$ cat src/rtl/cbc_pkg.sv
package cbc_pkg;
  typedef enum logic [1:0] {
    PRE_BLK  = 2'b00,
    PRE_CHA  = 2'b01,
    PRE_CHB  = 2'b10,
    PRE_NONE = 2'b11
  } pre_t;
endpackage

$ cat src/rtl/cbc_frame_tracker.sv
module cbc_frame_tracker #(
  parameter int N_FRAMES = 192,
  localparam int IDXW = $clog2(N_FRAMES)
) (
  input  logic            clk,
  input  logic            rst,
  input  logic            sf_valid,
  input  logic [1:0]      sf_pre,
  output logic            wr_en,
  output logic [IDXW-1:0] wr_idx,
  output logic            cmp_en,
  output logic [IDXW-1:0] cmp_idx,
  output logic            blk_done,
  output logic            blk_error
);
  import cbc_pkg::*;
  localparam logic [IDXW-1:0] LAST = IDXW'(N_FRAMES - 1);

  logic            aligned_q;
  logic            in_a_q;
  logic [IDXW-1:0] idx_q;
  logic            err_q;
  logic            is_blk, is_cha, is_chb;

  always_comb begin
    is_blk   = sf_valid && (sf_pre == PRE_BLK);
    is_cha   = sf_valid && (sf_pre == PRE_CHA) && aligned_q;
    is_chb   = sf_valid && (sf_pre == PRE_CHB) && aligned_q && in_a_q;
    wr_en    = is_blk || is_cha;
    wr_idx   = is_blk ? '0 : idx_q;
    cmp_en   = is_chb;
    cmp_idx  = idx_q;
    blk_done = is_chb && (idx_q == LAST);
  end

  always_ff @(posedge clk) begin
    if (rst) begin
      aligned_q <= 1'b0;
      in_a_q    <= 1'b0;
      idx_q     <= '0;
      err_q     <= 1'b0;
    end else if (is_blk) begin
      if (aligned_q && (idx_q != '0 || in_a_q)) err_q <= 1'b1;
      aligned_q <= 1'b1;
      in_a_q    <= 1'b1;
      idx_q     <= '0;
    end else if (is_cha) begin
      in_a_q <= 1'b1;
    end else if (is_chb) begin
      in_a_q <= 1'b0;
      if (idx_q == LAST) begin
        aligned_q <= 1'b0;
        idx_q     <= '0;
      end else begin
        idx_q <= idx_q + 1'b1;
      end
    end
  end

  assign blk_error = err_q;

  AST_IDX_BOUND: assert property (@(posedge clk) disable iff (rst)
    idx_q <= LAST);
  AST_ERR_STICKY: assert property (@(posedge clk) disable iff (rst)
    err_q |=> err_q);
  AST_BLK_RESTART: assert property (@(posedge clk) disable iff (rst)
    is_blk |=> (idx_q == '0 && in_a_q && aligned_q));
  AST_IDLE_AFTER_DONE: assert property (@(posedge clk) disable iff (rst)
    blk_done |=> !aligned_q);
endmodule

$ cat src/rtl/cbc_bit_store.sv
module cbc_bit_store #(
  parameter int N_FRAMES = 192,
  localparam int IDXW = $clog2(N_FRAMES)
) (
  input  logic                clk,
  input  logic                rst,
  input  logic                wr_en,
  input  logic [IDXW-1:0]     wr_idx,
  input  logic                wr_bit,
  input  logic                latch_en,
  output logic [N_FRAMES-1:0] blk_q
);
  logic [N_FRAMES-1:0] work_q;

  always_ff @(posedge clk) begin
    if (wr_en) work_q[wr_idx] <= wr_bit;
  end

  always_ff @(posedge clk) begin
    if (rst)           blk_q <= '0;
    else if (latch_en) blk_q <= work_q;
  end

  AST_LATCH_ONLY: assert property (@(posedge clk) disable iff (rst)
    !latch_en |=> $stable(blk_q));
endmodule

$ cat src/rtl/cbc_cs_compare.sv
module cbc_cs_compare #(
  parameter int N_FRAMES = 192,
  parameter int CHN_LO   = 20,
  parameter int CHN_HI   = 23,
  localparam int IDXW = $clog2(N_FRAMES)
) (
  input  logic            clk,
  input  logic            rst,
  input  logic            cap_en,
  input  logic            cap_bit,
  input  logic            cmp_en,
  input  logic [IDXW-1:0] cmp_idx,
  input  logic            cmp_bit,
  output logic            mismatch
);
  logic first_q;
  logic mis_q;
  logic excluded;

  always_comb excluded = (int'(cmp_idx) >= CHN_LO) && (int'(cmp_idx) <= CHN_HI);

  always_ff @(posedge clk) begin
    if (rst) begin
      first_q <= 1'b0;
      mis_q   <= 1'b0;
    end else begin
      if (cap_en) first_q <= cap_bit;
      if (cmp_en && !excluded && (cmp_bit != first_q)) mis_q <= 1'b1;
    end
  end

  assign mismatch = mis_q;

  AST_MIS_STICKY: assert property (@(posedge clk) disable iff (rst)
    mis_q |=> mis_q);
  AST_MIS_CAUSE: assert property (@(posedge clk) disable iff (rst)
    (!mis_q && !cmp_en) |=> !mis_q);
endmodule

$ cat src/rtl/chstat_block_collector.sv
module chstat_block_collector #(
  parameter int N_FRAMES = 192,
  parameter int CHN_LO   = 20,
  parameter int CHN_HI   = 23,
  localparam int IDXW = $clog2(N_FRAMES)
) (
  input  logic                clk,
  input  logic                rst,
  input  logic                sf_valid,
  input  logic [1:0]          sf_pre,
  input  logic                sf_cbit,
  input  logic                sf_ubit,
  input  logic                blk_ack,
  output logic [N_FRAMES-1:0] cs_block,
  output logic [N_FRAMES-1:0] ud_block,
  output logic                blk_ready,
  output logic                pro_mode,
  output logic                cs_mismatch,
  output logic                blk_error,
  output logic                blk_overrun
);
  logic            wr_en, cmp_en, done;
  logic [IDXW-1:0] wr_idx, cmp_idx;
  logic            ready_q, ovr_q;

  cbc_frame_tracker #(.N_FRAMES(N_FRAMES)) u_track (
    .clk(clk), .rst(rst), .sf_valid(sf_valid), .sf_pre(sf_pre),
    .wr_en(wr_en), .wr_idx(wr_idx), .cmp_en(cmp_en), .cmp_idx(cmp_idx),
    .blk_done(done), .blk_error(blk_error)
  );

  cbc_bit_store #(.N_FRAMES(N_FRAMES)) u_cs_store (
    .clk(clk), .rst(rst), .wr_en(wr_en), .wr_idx(wr_idx), .wr_bit(sf_cbit),
    .latch_en(done), .blk_q(cs_block)
  );

  cbc_bit_store #(.N_FRAMES(N_FRAMES)) u_ud_store (
    .clk(clk), .rst(rst), .wr_en(wr_en), .wr_idx(wr_idx), .wr_bit(sf_ubit),
    .latch_en(done), .blk_q(ud_block)
  );

  cbc_cs_compare #(.N_FRAMES(N_FRAMES), .CHN_LO(CHN_LO), .CHN_HI(CHN_HI)) u_cmp (
    .clk(clk), .rst(rst), .cap_en(wr_en), .cap_bit(sf_cbit),
    .cmp_en(cmp_en), .cmp_idx(cmp_idx), .cmp_bit(sf_cbit), .mismatch(cs_mismatch)
  );

  always_ff @(posedge clk) begin
    if (rst) begin
      ready_q <= 1'b0;
      ovr_q   <= 1'b0;
    end else if (done) begin
      if (ready_q && !blk_ack) ovr_q <= 1'b1;
      ready_q <= 1'b1;
    end else if (blk_ack) begin
      ready_q <= 1'b0;
    end
  end

  assign blk_ready   = ready_q;
  assign blk_overrun = ovr_q;
  assign pro_mode    = cs_block[0];

  AST_DONE_READY: assert property (@(posedge clk) disable iff (rst)
    done |=> blk_ready);
  AST_READY_HOLD: assert property (@(posedge clk) disable iff (rst)
    (blk_ready && !blk_ack && !done) |=> blk_ready);
  AST_ACK_CLEAR: assert property (@(posedge clk) disable iff (rst)
    (blk_ack && !done) |=> !blk_ready);
  AST_OVR_STICKY: assert property (@(posedge clk) disable iff (rst)
    blk_overrun |=> blk_overrun);
  AST_OVR_CAUSE: assert property (@(posedge clk) disable iff (rst)
    (done && blk_ready && !blk_ack) |=> blk_overrun);
endmodule

$ cat config.mk
export PLATFORM = sky130hd
export DESIGN_NAME = chstat_block_collector
export DESIGN_NICKNAME = d
export VERILOG_FILES = /design/src/rtl/cbc_pkg.sv /design/src/rtl/cbc_frame_tracker.sv /design/src/rtl/cbc_bit_store.sv /design/src/rtl/cbc_cs_compare.sv /design/src/rtl/chstat_block_collector.sv
export SDC_FILE = /design/constraint.sdc
export NUM_CORES = 1
export LEC_CHECK = 0
export BUFFER_PORTS_ARGS = -buffer_cell sky130_fd_sc_hd__clkbuf_2
export CORE_UTILIZATION = 51
export CTS_CLUSTER_SIZE = 40
export DETAILED_ROUTE_END_ITERATION = 8
export GPL_TIMING_DRIVEN = 0
export PLACE_DENSITY_LB_ADDON = 0.2
export SYNTH_ARGS = -nofsm -noshare
export SYNTH_HDL_FRONTEND = slang
export SYNTH_SLANG_ARGS = --single-unit
$ cat constraint.sdc
create_clock -name clk -period 2 [get_ports clk]
set_clock_uncertainty 0.15 [all_clocks]
set_input_delay 0.5 -clock clk [delete_from_list [all_inputs] [get_ports clk]]
set_output_delay 0.5 -clock clk [all_outputs]
set_load 0.005 [all_outputs]
==> results of run 1 <==
## metrics by stage
stage | setup TNS [ns] | instances | util | total power, uW
6_report | -70.33 | 3729 | 0.696 | 31600
5_1_grt | -115.82 | 3729 | 0.696 | 32300
4_1_cts | -37.95 | 3684 | 0.655 | 31600
3_5_place_dp | -581.90 | 3488 | 0.576 | 17500
3_3_place_gp | -1409.40 | 3486 | 0.575 | 17500
2_1_floorplan | -17.71 | 2411 | - | 17300
## cells in the final DEF, fill, tap and decap left out, types with 41 or more instances in the layout
master | Yosys | layout
sky130_fd_sc_hd__nand2_1 | 794 | 676
sky130_fd_sc_hd__clkbuf_2 | 0 | 403
sky130_fd_sc_hd__dfxtp_1 | 399 | 392
sky130_fd_sc_hd__edfxtp_1 | 384 | 384
sky130_fd_sc_hd__a21oi_1 | 389 | 271
sky130_fd_sc_hd__nor2_1 | 198 | 169
sky130_fd_sc_hd__a21oi_2 | 0 | 118
sky130_fd_sc_hd__clkbuf_16 | 0 | 117
sky130_fd_sc_hd__clkbuf_1 | 64 | 78
sky130_fd_sc_hd__nand2_2 | 0 | 75
sky130_fd_sc_hd__buf_12 | 0 | 41
## cell families (layout without fill, tap and decap cells)
logic type               Yosys count  in the layout  share of synthesized area
AO/OA/AOI/OAI                    396            396                     0.0747
XOR/XNOR                           7              7                    0.00230
adder cells (fa/ha/maj)            2              2                   0.000937
buffers and inverters            157            792                     0.0342
flip-flops                       783            783                      0.731
multiplexers                       2              2                   0.000750
other                              0              3                          0
AND/OR/NAND/NOR                 1064           1064                      0.156
## power groups by stage
| stage | Clock, uW | Combinational, uW | Sequential, uW |
|---|---|---|---|
| 2_1_floorplan | 0 | 135 | 17200 |
| 3_3_place_gp | 0 | 359 | 17200 |
| 3_5_place_dp | 0 | 383 | 17200 |
| 4_1_cts | 14400 | 418 | 16800 |
| 5_1_grt | 15100 | 471 | 16800 |
| 6_report | 14300 | 448 | 16800 |
## worst max-delay path: cells and delay by family, from the launching register on
| family | cells | cell delay (ns) |
|---|---|---|
| simple gates | 3 | 0.51 |
| flops | 1 | 0.32 |
| compound gates | 1 | 0.13 |
| buf+inv | 6 | 1.02 |
## sequential cells by signal, indices dropped and copies added (netlist names)
signal / flops
u_track.blk_error: 1
u_track.in_a_q: 1
u_cs_store.work_q: 192
u_cmp.first_q: 1
blk_ready: 1
blk_overrun: 1
u_ud_store.work_q: 192
u_cmp.mismatch: 1
u_cs_store.blk_q: 192
u_ud_store.blk_q: 192
u_track.aligned_q: 1
u_track.cmp_idx: 8
## how the worst max path moves through the flow
| stage | endpoint | cells past startpoint |
|---|---|---|
| 5_1_grt | u_cs_store.blk_q[160]$_SDFFE_PP0P_ | 10 |
| 6_report | u_ud_store.blk_q[129]$_SDFFE_PP0P_ | 10 |
| 3_5_place_dp | u_ud_store.work_q[88]$_DFFE_PP_ | 6 |
| 4_1_cts | u_track.cmp_idx[6]$_SDFFE_PP0P_ | 11 |
| 3_3_place_gp | u_cs_store.work_q[185]$_DFFE_PP_ | 1 |
| 2_1_floorplan | u_cs_store.blk_q[0]$_SDFFE_PP0P_ | 7 |
## what timing repair did
action,4_1_cts,5_1_grt
endpoints found under the setup margin,778,727
setup buffers,53,8
resized for setup,237,349
cloned,3,37
pin swaps,19,114
## per-layer routing
layer  track usage  share of wire  up-vias
met5             0              0        -
met4         0.126          0.044        0
met3        0.0587          0.081      205
met2         0.489           0.49      967
met1         0.395           0.39    10100
li1              -              -     9272
## cell type report
class	count	area, sq um	share of cell area
inverters	5	18.8	0.000523
clock buffers	128	2350	0.0654
well taps	680	851	0.0237
repair buffers	497	3730	0.104
clock inverters	16	155	0.00433
flip-flops and latches	783	19500	0.545
diodes	3	7.51	0.000209
multi-input cells	1471	7630	0.213
plain buffers	146	1580	0.0441
==> flow_metrics.tcl, run 1 <==
set metrics [dict create \
    final_min_period_over_clock_period 1.11 \
    setup.worst_path.start_class "flop" \
    power.leakage_uw 0.0127 \
    power_frac_comb 0.014 \
    number_of_distinct_library_cells_after_synthesis 35 \
    min_from "sf_pre[1]" \
    final_setup_viols 625 \
    crit_path_end_kind "flop" \
    drc_errors_left 0 \
    post_synth_main_area_contributors "sky130_fd_sc_hd__edfxtp_1 43%, sky130_fd_sc_hd__dfxtp_1 30%, sky130_fd_sc_hd__nand2_1 11%" \
    synthDominantCellAreaShare 0.432 \
    irDropWorstVdd_mv 0.692 \
    floorplan.rows 83 \
    ys_async_sr_fraction 0 \
    worst-slew-pin-transition_ns 1.29 \
    synth_commonest_cells "794 x sky130_fd_sc_hd__nand2_1, 399 x sky130_fd_sc_hd__dfxtp_1, 389 x sky130_fd_sc_hd__a21oi_1" \
    cp_data_required_time_ns 2.40 \
    post_synth_edffs 384 \
    critical_path.startpoint "u_track.cmp_idx[3]$_SDFFE_PP0P_" \
    drt-initial-drc-count 1855 \
    tritoncts "yes" \
    die-width_microns 231 \
    clk_root_buffer_cell "sky130_fd_sc_hd__clkbuf_16" \
    detail-route-antenna-nets 0 \
    timing.reg2reg.setup_slack_ns -0.22 \
    coreArea_sq_um 51500 \
    crit_path_max_incr_delay_ns 0.32 \
    power.net_switching_uw 6410 \
    post-dp-hpwl_microns 52400 \
    cts.hold.buffers_added 0 \
    port_buffers 395 \
    timing.hold.ws_ns 0.0611 \
    synth.yosys.seq_area_share 0.731 \
    yosysTopAreaCell "sky130_fd_sc_hd__edfxtp_1" \
    crit_type "flop to flop" \
    ys_warn_count 0 \
    pre_cts_slack_ns -1.47 \
    outcome "finished with violations" \
    sequentialPowerShare 0.532 \
    clkLatencyLatePin_ns 0.63 \
    period_minus_slack_ns 2.22 \
    power.switching_fraction 0.203 \
    hold-path-cell-count 2 \
    slew-limit-headroom 0.138 \
    finalInstanceArea_sq_um 35900 \
    grt.total_usage 0.301 \
    timing.hold.worst.class "input pin to flop" \
    report.final.hold_viol_count 0 \
    yosys_register_bits 783 \
    synth_area_sq_um 26700 \
    numClockSinks 783 \
    arrival_ns 2.62 \
    first_global_vias 19400 \
    failing_checks "setup timing" \
    detail_route.wirelength_microns 86100 \
    worstPathCellList "buf_6 -> nand4_1 -> buf_4 -> nor4_4 -> buf_4 -> buf_12 -> clkbuf_16 -> clkbuf_16 -> nand2_2 -> a21oi_2" \
    fill_cells 3691 \
    num_io_pins 397 \
    timing.final.ws_setup_ns -0.221 \
    regToRegStartpoint "u_track.cmp_idx[3]$_SDFFE_PP0P_" \
    power.share.clock 0.454 \
    hold-path-endpoint "u_track.in_a_q$_SDFFE_PP0P_" \
    synth.avg_cell_area_sq_um 11.1 \
    dominantRegCellSynth "sky130_fd_sc_hd__dfxtp_1" \
    max-cap-violations 0 \
    routed_via_density 5.52 \
    final-max-slew-violation-count 0 \
    post-synth-top-count-cell "sky130_fd_sc_hd__nand2_1" \
    wl_per_cell_microns 23.1 \
    grt_max_degree 127 \
    grt.overflow.total 0 \
    power.internal_uw 25200 \
    via_count 20600 \
    clock_path_buffers 3 \
    grt_antenna_before_repair 3 \
    area_grow_syn2layout_pct 34.3 \
    postSynthCellCount 2411 \
    final_weighted_congestion_in_routability_driven_placement 0.876 \
    max_clk_rate_mhz 450 \
    path_clk_slew_ns 0.06 \
    die_footprint_sq_um 53300 \
    rsz0062_at_grt "yes" \
    placed_cell_area_sq_um 29700 \
    r2r_cells 10 \
    nets 2991 \
    cts_inserted_buffers 77 \
    timing.rr.end "u_ud_store.blk_q[129]$_SDFFE_PP0P_" \
    path_max_fanout 6 \
    wire_length_of_the_first_global_routing_pass_microns 118000 \
    post_route_cells_drive_above_1_share 0.335 \
    synth_nets 2421 \
    chipHeight_microns 231 \
    htree_levels 3 \
    cp_slowest_cell "sky130_fd_sc_hd__dfxtp_2" \
    power.density_nw_per_um2 880 \
    first_pass_iters 7 \
    initial_standard_cell_utilization_of_the_core 0.518 \
]
Power figures use the tool's default switching activity.
==> run 2: changes to the inputs <==
- SKIP_LAST_GASP: not set -> 1
==> run 2 against run 1 <==
Against the previous run: the flow still finishes with violations (setup timing); first-iteration DRC count is 15% lower; global-route usage is 0.086 points lower; clock power hardly changed; utilization is 1.1 points lower; register-to-register slack worse by 0.02 ns; highest routed layer unchanged.
==> flow_metrics.tcl, run 2 (synthesized netlist as in run 1, its figures left out) <==
set metrics [dict create \
    area_grow_syn2layout_pct 32.2 \
    coreArea_sq_um 51500 \
    outcome "finished with violations" \
    cts_inserted_buffers 77 \
    chipHeight_microns 231 \
    grt_max_degree 127 \
    irDropWorstVdd_mv 0.689 \
    timing.hold.worst.class "input pin to flop" \
    cp_data_required_time_ns 2.40 \
    first_global_vias 19300 \
    drt-initial-drc-count 1580 \
    critical_path.most_common_cell "sky130_fd_sc_hd__buf_6" \
    final_weighted_congestion_in_routability_driven_placement 0.876 \
    post-route-util 0.685 \
    post-dp-hpwl_microns 52400 \
    grt.total_usage 0.300 \
    worstPathCellList "buf_6 -> nand4_1 -> buf_4 -> nor4_4 -> buf_6 -> buf_12 -> buf_8 -> nand2_1 -> a21oi_2" \
    htree_levels 3 \
    multi_input_comb_area_sq_um 7300 \
    cts.hold.buffers_added 0 \
    arrival_ns 2.64 \
    power.internal_uw 25200 \
    numClockSinks 783 \
    final_setup_viols 626 \
    critical_path.startpoint "u_track.cmp_idx[3]$_SDFFE_PP0P_" \
    power_frac_comb 0.014 \
    crit_type "flop to flop" \
    first_pass_iters 5 \
    power.density_nw_per_um2 895 \
    floorplan.rows 83 \
    setup_tns_ns -79.18 \
    max-cap-violations 0 \
    final-max-slew-violation-count 0 \
    regArea_sq_um 19500 \
    r2r_cells 9 \
    final_min_period_over_clock_period 1.12 \
    die_footprint_sq_um 53300 \
    period_minus_slack_ns 2.24 \
    num_io_pins 397 \
    worst-slew-pin-transition_ns 1.29 \
    report.final.hold_viol_count 0 \
    worst_setup_path_endpoint "u_ud_store.blk_q[163]$_SDFFE_PP0P_" \
    tritoncts "yes" \
    path_max_fanout 10 \
    failing_checks "setup timing" \
    nets 2989 \
    power.net_switching_uw 6410 \
    port_buffers 395 \
    fill_cells 3793 \
    timing.reg2reg.setup_slack_ns -0.24 \
    rsz0062_at_grt "yes" \
    detail_route.wirelength_microns 84200 \
    cp_slowest_cell "sky130_fd_sc_hd__dfxtp_2" \
    max_clk_rate_mhz 447 \
    timing.rr.end "u_ud_store.blk_q[163]$_SDFFE_PP0P_" \
    crit_path_max_incr_delay_ns 0.32 \
    crit_path_end_kind "flop" \
    wire_length_of_the_first_global_routing_pass_microns 118000 \
    routed_via_density 5.47 \
    post_route_cells_drive_above_1_share 0.299 \
    grt.overflow.total 0 \
    power.leakage_uw 0.0126 \
    drc_errors_left 0 \
    clock_path_buffers 3 \
    worstPathBufferInverterCount 5 \
    detail-route-antenna-nets 0 \
    via_count 20400 \
    critical_path_cell_count 9 \
    slew-limit-headroom 0.139 \
    grt_antenna_before_repair 1 \
    wl_per_cell_microns 22.6 \
    clk_root_buffer_cell "sky130_fd_sc_hd__clkbuf_16" \
    regToRegStartpoint "u_track.cmp_idx[3]$_SDFFE_PP0P_" \
    path_clk_slew_ns 0.07 \
    power.share.clock 0.454 \
    clkLatencyLatePin_ns 0.63 \
    cp_top_family "buffers and inverters" \
    power.switching_fraction 0.203 \
    die-width_microns 231 \
    layout_common_cells "717 x sky130_fd_sc_hd__nand2_1, 402 x sky130_fd_sc_hd__clkbuf_2, 391 x sky130_fd_sc_hd__dfxtp_1" \
    setup.worst_path.start_class "flop" \
    layout.cells.most_common "sky130_fd_sc_hd__nand2_1" \
    initial_standard_cell_utilization_of_the_core 0.518 \
    timing.final.ws_setup_ns -0.238 \
    sequentialPowerShare 0.532 \
]
## run 2: timing repair
item | 4_1_cts | 5_1_grt
gates cloned | 3 | 29
resized for setup | 198 | 259
pin swaps | 19 | 65
endpoints found under the setup margin | 778 | 748
setup buffers | 53 | 11
## run 2: final cells by class
type / instances / share of cell area
plain buffers: 148 / 0.0418
diodes: 2 / 0.000142
clock buffers: 128 / 0.0665
clock inverters: 16 / 0.00440
multi-input cells: 1471 / 0.207
repair buffers: 493 / 0.102
inverters: 5 / 0.000532
well taps: 680 / 0.0241
flip-flops and latches: 783 / 0.554
## run 2: routing by layer
layer  vias to the layer above  GRT usage  part of all wire
met3                       179     0.0614             0.086
met4                         0      0.116             0.039
met2                       960      0.490              0.49
li1                       9261          -                 -
met1                      9991      0.393              0.39
met5                         -          0                 0
## run 2: how the worst min path moves through the flow
| stage | from | depth (start not counted) | endpoint | slack (ns) |
|---|---|---|---|---|
| after floorplan | u_cs_store.blk_q[100]$_SDFFE_PP0P_ | 2 | u_cs_store.blk_q[100]$_SDFFE_PP0P_ | 0.30 |
| after global placement | u_ud_store.blk_q[52]$_SDFFE_PP0P_ | 2 | u_ud_store.blk_q[52]$_SDFFE_PP0P_ | 0.29 |
| after detailed placement | u_ud_store.blk_q[66]$_SDFFE_PP0P_ | 2 | u_ud_store.blk_q[66]$_SDFFE_PP0P_ | 0.30 |
| after CTS | sf_pre[1] | 2 | u_track.in_a_q$_SDFFE_PP0P_ | 0.03 |
| after global routing | sf_pre[1] | 2 | u_track.in_a_q$_SDFFE_PP0P_ | 0.07 |
| final | sf_pre[1] | 2 | u_track.in_a_q$_SDFFE_PP0P_ | 0.05 |
## run 2: power groups by stage
stage | logic [uW] | registers (uW) | clock network [uW]
2_1_floorplan | 135 | 17200 | 0
3_3_place_gp | 359 | 17200 | 0
3_5_place_dp | 383 | 17200 | 0
4_1_cts | 418 | 16800 | 14400
5_1_grt | 460 | 16800 | 15100
6_report | 436 | 16800 | 14300
## run 2: worst reg2reg max path: cells and delay by family (launching register included)
kind	cells	cell delay [ns]
AO/OA/AOI/OAI	1	0.16
buffers and inverters	5	0.92
flip-flops	1	0.32
AND/OR/NAND/NOR	3	0.61
## run 2: metrics by stage
| stage | total power (uW) | hold slack, ns | cell area [sq um] | worst slack [ns] | cells |
|---|---|---|---|---|---|
| finish | 31600 | 0.0545 | 35300 | -0.238 | 3726 |
| global route | 32300 | 0.0668 | 35300 | -0.329 | 3725 |
| CTS | 31600 | 0.0288 | 33600 | -0.170 | 3684 |
| detailed placement | 17500 | 0.295 | 29700 | -1.47 | 3488 |
| global placement | 17500 | 0.290 | 29600 | -2.21 | 3486 |
| floorplan | 17300 | 0.298 | 26800 | -0.0515 | 2411 |
